`config.mk`:
```
export PLATFORM = sky130hd
export DESIGN_NAME = pred_accum_atom
export DESIGN_NICKNAME = d
export VERILOG_FILES = /design/src/rtl/pred_accum_atom.sv
export SDC_FILE = /design/constraint.sdc
export NUM_CORES = 1
export LEC_CHECK = 0
export ABC_AREA = 1
export BUFFER_PORTS_ARGS = -buffer_cell sky130_fd_sc_hd__buf_2
export CORE_ASPECT_RATIO = 0.75
export CORE_UTILIZATION = 50
export DETAILED_ROUTE_END_ITERATION = 16
export GPL_TIMING_DRIVEN = 0
export PLACE_DENSITY_LB_ADDON = 0.25
export SLEW_MARGIN = 20
export SYNTH_ARGS = -nofsm -noshare
export SYNTH_HDL_FRONTEND = slang
export SYNTH_SLANG_ARGS = --single-unit
```
`constraint.sdc`:
```
create_clock -name clk -period 3.3 [get_ports clk]
set_clock_uncertainty 0.1 [all_clocks]
set_input_delay 0.33 -clock clk [delete_from_list [all_inputs] [get_ports clk]]
set_output_delay 0.33 -clock clk [all_outputs]
set_load 0.1 [all_outputs]
```
`src/rtl/pred_accum_atom.sv`:
```
module pred_accum_atom #(
  parameter int W = 32
) (
  input  logic         clk,
  input  logic         rst_n,
  input  logic         in_valid,
  input  logic [W-1:0] pkt_a,
  input  logic [W-1:0] pkt_b,
  input  logic [1:0]   cfg_cmp_op,
  input  logic         cfg_cmp_pkt,
  input  logic [W-1:0] cfg_cmp_k,
  input  logic         cfg_t_keep,
  input  logic         cfg_t_pkt,
  input  logic [W-1:0] cfg_t_k,
  input  logic         cfg_f_keep,
  input  logic         cfg_f_pkt,
  input  logic [W-1:0] cfg_f_k,
  input  logic [1:0]   cfg_out_sel,
  output logic         out_valid,
  output logic [W-1:0] out_field
);

  localparam logic [1:0] CMP_EQ = 2'd0, CMP_NE = 2'd1, CMP_LT = 2'd2, CMP_GE = 2'd3;
  localparam logic [1:0] OUT_ZERO = 2'd0, OUT_OLD = 2'd1, OUT_NEW = 2'd2, OUT_SMP = 2'd3;

  logic [W-1:0] state_q;
  logic [W-1:0] lhs, sum_t, sum_f, nxt, res;
  logic         pred;

  assign lhs = cfg_cmp_pkt ? pkt_a : state_q;

  always_comb begin
    case (cfg_cmp_op)
      CMP_EQ:  pred = (lhs == cfg_cmp_k);
      CMP_NE:  pred = (lhs != cfg_cmp_k);
      CMP_LT:  pred = (lhs <  cfg_cmp_k);
      default: pred = (lhs >= cfg_cmp_k);
    endcase
  end

  assign sum_t = (cfg_t_keep ? state_q : '0) + (cfg_t_pkt ? pkt_a : cfg_t_k);
  assign sum_f = (cfg_f_keep ? state_q : '0) + (cfg_f_pkt ? pkt_b : cfg_f_k);
  assign nxt   = pred ? sum_t : sum_f;

  always_comb begin
    case (cfg_out_sel)
      OUT_ZERO: res = '0;
      OUT_OLD:  res = state_q;
      OUT_NEW:  res = nxt;
      default:  res = pred ? pkt_a : '0;
    endcase
  end

  always_ff @(posedge clk) begin
    if (!rst_n) begin
      state_q   <= '0;
      out_valid <= 1'b0;
      out_field <= '0;
    end else begin
      out_valid <= in_valid;
      out_field <= in_valid ? res : '0;
      if (in_valid) state_q <= nxt;
    end
  end

  assert_valid_follows_R6: assert property (@(posedge clk) disable iff (!rst_n)
    in_valid |=> out_valid);

  assert_idle_quiet_R5: assert property (@(posedge clk) disable iff (!rst_n)
    !in_valid |=> (!out_valid && out_field == '0));

  assert_state_hold_R5: assert property (@(posedge clk) disable iff (!rst_n)
    !in_valid |=> $stable(state_q));

  assert_new_matches_state_R7: assert property (@(posedge clk) disable iff (!rst_n)
    (in_valid && cfg_out_sel == OUT_NEW) |=> (out_field == state_q));

  assert_old_is_prior_R8: assert property (@(posedge clk) disable iff (!rst_n)
    (in_valid && cfg_out_sel == OUT_OLD) |=> (out_field == $past(state_q)));

  assert_sample_gated_R10: assert property (@(posedge clk) disable iff (!rst_n)
    (in_valid && cfg_out_sel == OUT_SMP && !pred) |=> (out_field == '0));

  assert_cmp_codes_R2: assert property (@(posedge clk) disable iff (!rst_n)
    (in_valid && cfg_cmp_op == CMP_NE && !cfg_cmp_pkt && state_q == cfg_cmp_k
     && !cfg_f_keep && !cfg_f_pkt) |=> (state_q == $past(cfg_f_k)));

endmodule

```
# Word level (Yosys, flattened, before mapping)
# Cells that the tools add are included.
# word_totals
ff_bits	65
latchBits	0
mem_bits_rw	0
rom_bits	0
input_bits	172
mem_count	0
# op_classes
n_addsub	2
n_mul	0
div_mod_pow	0
magnitude_cmp	2
eq_ne	6
shifts	0
mux	9
n_bitwise	0
reduce_logical	3
# ops
cell	count
two-way mux 32 bit	7
case mux 32 bit (3 select lines)	1
adder 32 bit	2
== test 32 bit	1
greater-or-equal comparator 32 bit	1
less-than comparator 32 bit	1
inequality test 32 bit	1
== test 2 x 1 -> 1 bit, second input constant	2
== test 2 bit, second input constant	2
zero test 2 bit	2
case mux 1 bit (3 select lines)	1
AND reduction 2 bit	1

# Longest topological paths before layout
# logic_depth
depth_word	5
depth_mapped	25
mapped_depth_nobuf	23

# Least setup slack after synthesis
# Ideal clock, no wire load.
# synth_timing
kind	input-to-reg
start	input port cfg_f_pkt
end	register state_q[18]
arrival_time_ps	2835
required_time_ps	3091
slack_ps	256
stages	20
path_cell_list	clkbuf_1 buf_1 mux2_2 ha_1 fa_1 nand3_1 nand2_1 nand2_1 nand2_1 a21o_1 nand2_1 inv_1 nor2_1 nand2_1 nand2_1 nand2_1 nand2_1 nand2_1 nand2_1 inv_1
# synth_via
elab_chain_len	3
# synth_rtl
element	line_no	text
start, declared	16	input logic cfg_f_pkt,
two-way mux 32 bit	42	assign sum_f = (cfg_f_keep ? state_q : '0) + (cfg_f_pkt ? pkt_b : cfg_f_k);
adder 32 bit	42	
two-way mux 32 bit	43	assign nxt = pred ? sum_t : sum_f;
end signal, assigned	62	if (in_valid) state_q <= nxt;
end, declared	26	logic [W-1:0] state_q;
# Every way passes these cells.
# A chain may end at the register's enable or synchronous reset.

# Worst setup path after layout
# layout_timing
start	input port cfg_cmp_pkt
end	register out_field[2]
# layout_via
elab_chain_len	5
word_cells_on_any_way	9
classes_between	order compare: 2; eq/ne: 2; mux: 5
# layout_rtl
element	line_no	text
start, declared	10	input logic cfg_cmp_pkt,
two-way mux 32 bit *	30	assign lhs = cfg_cmp_pkt ? pkt_a : state_q;
greater-or-equal comparator 32 bit (tied with other cells)	37	default: pred = (lhs >= cfg_cmp_k);
case mux 1 bit (3 select lines) *	33	case (cfg_cmp_op)
two-way mux 32 bit (on tied branches)	50, 43	
case mux 32 bit (3 select lines) *	46	case (cfg_out_sel)
end signal, assigned	61	out_field <= in_valid ? res : '0;
end, declared	20	output logic [W-1:0] out_field
# Mark *: on every way between the ends. The rest lies on a longest branch, timed or not.

==> flow_metrics.tcl <==
set metrics [dict create \
    status "completed" \
    worstPathArrival_ps 3280 \
    grt_pass1_vias 11300 \
    track_usage 0.350 \
    cpMaxStageDelayCell "nor2_2" \
    power.density_mw_per_mm2 359 \
    die_h_microns 126 \
    slew_headroom 0.557 \
    drc 0 \
    yosysTopAreaCell "nand2_1" \
    preCtsSetupSlack_ps -502 \
    vias 12600 \
    stdcell_area_sq_mm 0.0120 \
    post-place-cells 2325 \
    maxCapViolations 0 \
    ioPinCount 205 \
    cts_made_buffers 9 \
    crit_top_cell "nand2_1" \
    syn-num-nets 2139 \
    seq_area_frac_synth 0.127 \
    antenna_left 0 \
    setup_ws_ps 163 \
    drive_gt1_frac 0.157 \
    finalHoldViolations 0 \
    clk_pin_slew_worst_paths_ps 50 \
    grt_pass1_wl_microns 57700 \
    slowest_delay_ps 330 \
    vias_per_cell 5.36 \
    synth-seq-cells 65 \
    min_path_type "in -> reg" \
    num-fill-cells 2100 \
    avgSynthCellArea_sq_um 5.47 \
    critPathTopFamily "simple AND/OR/NAND/NOR gates" \
    p_leak_nw 7.30 \
    final-seq-area_sq_mm 0.00130 \
    async_flop_share 0 \
    drt_iter0_markers 1343 \
    clk_path_buf_depth 2 \
    endpoint_kind "flop" \
    timing.hold.ws_ps 378 \
    max_freq_mhz 319 \
    initial_core_util 0.520 \
    grt-ovfl-total 0 \
    fp-row-count 44 \
    synth_edf_count 0 \
    cp-start-kind "input port" \
    period_needed_ps 3140 \
    area_growth_pct 16.8 \
    cp.buffers_inverters 3 \
    fin_nets 2351 \
    synthCells 1871 \
    htreeDepth 3 \
    cts-root-buf "clkbuf_16" \
    portBuffers 201 \
    fin_crit_sh 0.951 \
    fin_util 0.607 \
    netlist.area_leader.share 0.228 \
    yosysMostFrequentCell "nand2_1" \
    multiInputGateArea_sq_mm 0.00733 \
    r2r_slack_ps 230 \
    wl_per_cell_microns 16.0 \
    tightestPinTransition_ps 664 \
    cts_sinks 65 \
    grt_max_degree 13 \
    antenna_found_initial 0 \
    place_hpwl_microns 32400 \
    ys_warn_count 0 \
    tritoncts "built" \
    die_x_microns 167 \
    final_cells 2341 \
    vdd_ir_drop_max_mv 0.299 \
    wl_microns 37400 \
    num_antenna_cells 0 \
    core-area_sq_mm 0.0197 \
    rsz0062_at_grt "no" \
    first_pass_iters 6 \
    place.gp.congestion 1.04 \
    cts_hold_buf 0 \
    placed_cell_area_sq_mm 0.0116 \
    report.final.setup_viol 0 \
    crit_required_ps 3440 \
    synth_area_leaders "nand2_1, dfxtp_1, inv_1" \
    path_class "in -> reg" \
    worstPathCellList "clkbuf_2 > clkbuf_2 > o21ai_0 > ha_1 > nand2_1 > nor2_1 > nand4_1 > nor2_2 > nand3_1 > nand2_1 > nand2_2 > nand2_2 > buf_2 > nand2_1 > nand2_1 > nand2_1 > a21oi_1" \
    worst_skew_pair.late_latency_ps 330 \
    dieArea_sq_mm 0.0211 \
    synthFlopType "dfxtp_1" \
    synth_cell_types 34 \
    worst-path-max-fanout 10 \
    synth_commonest_cells "nand2_1, inv_1, a21oi_1, nor2_1, nand3_1" \
    slew_viol_final 0 \
    synth_area_sq_mm 0.0102 \
]
## state kept, by name (all words and copies together), names as in the netlist
name and count:
state_q 32, out_valid 1, out_field 32
## layer usage
| metal | GRT usage | share of wire | routed length [microns] | vias up |
|---|---|---|---|---|
| li1 | - | - | - | 6279 |
| met1 | 0.478 | 0.45 | 16700 | 5535 |
| met2 | 0.565 | 0.42 | 15800 | 662 |
| met3 | 0.0657 | 0.10 | 3810 | 76 |
| met4 | 0.0885 | 0.027 | 1010 | 0 |
| met5 | 0 | 0 | 0 | - |
## worst min-delay path, stage by stage
cell	delay, ps
buf_2	130
nand2_1	220
a21oi_1	70
## what timing repair did
item	in CTS	in global routing
buffers inserted	0	0
setup endpoints to repair	64	64
gates resized for setup	7	30
## worst paths after layout
kind	startpoint	end	cells after the start
worst max register to register	state_q[11]	out_field[2]	17
worst min register to register	state_q[18]	out_field[18]	4
worst min-delay path	rst_n	out_field[20]	3
worst max-delay path	cfg_cmp_pkt	out_field[2]	17
## final cells by class
cell class                      count  area share
Clock buffer                       10      0.0200
Inverter                          347       0.109
Tap cell                          253      0.0265
Clock inverter                      6     0.00952
Sequential cell                    65       0.109
Timing Repair Buffer              201      0.0841
Multi-Input combinational cell   1397       0.613
Buffer                             62      0.0291
## logic make-up (layout without fill, tap and decap cells)
group                    Yosys count  count (layout)  synth area share
AND/OR/NAND/NOR                  973             973             0.398
buffers and inverters            409             626             0.159
multiplexers                      32              32            0.0352
flip-flops                        65              65             0.127
XOR/XNOR                          33              33            0.0282
AO/OA/AOI/OAI                    263             263             0.134
adder cells (fa/ha/maj)           96              96             0.119
## where the power goes
| part | internal [mW] | leakage (nW) | switching, mW |
|---|---|---|---|
| clock | 0.761 | 0.165 | 0.366 |
| sequential | 0.854 | 0.536 | 0.0760 |
| combinational | 0.743 | 6.60 | 1.49 |
## per-stage QoR
step	setup TNS [ps]	total power [mW]
after detailed placement	-27720	3.11
after global routing	0	4.58
after global placement	-22970	3.09
after floorplan	0	2.50
after CTS	0	4.23
final	0	4.29
## cell usage in the layout, fill, tap and decap left out, types with 14 or more instances in the layout
cell      count
nor2_1      158
nand2_1     620
xnor2_1      26
o21ai_0      59
nand3b_1     14
nand4_1      14
inv_1       337
dfxtp_1      65
mux2_2       32
a21oi_1     172
clkbuf_1     27
nand3_2      23
buf_2       206
nand3_1     114
ha_1         94
Note: power is estimated with default switching activity, not from simulation.
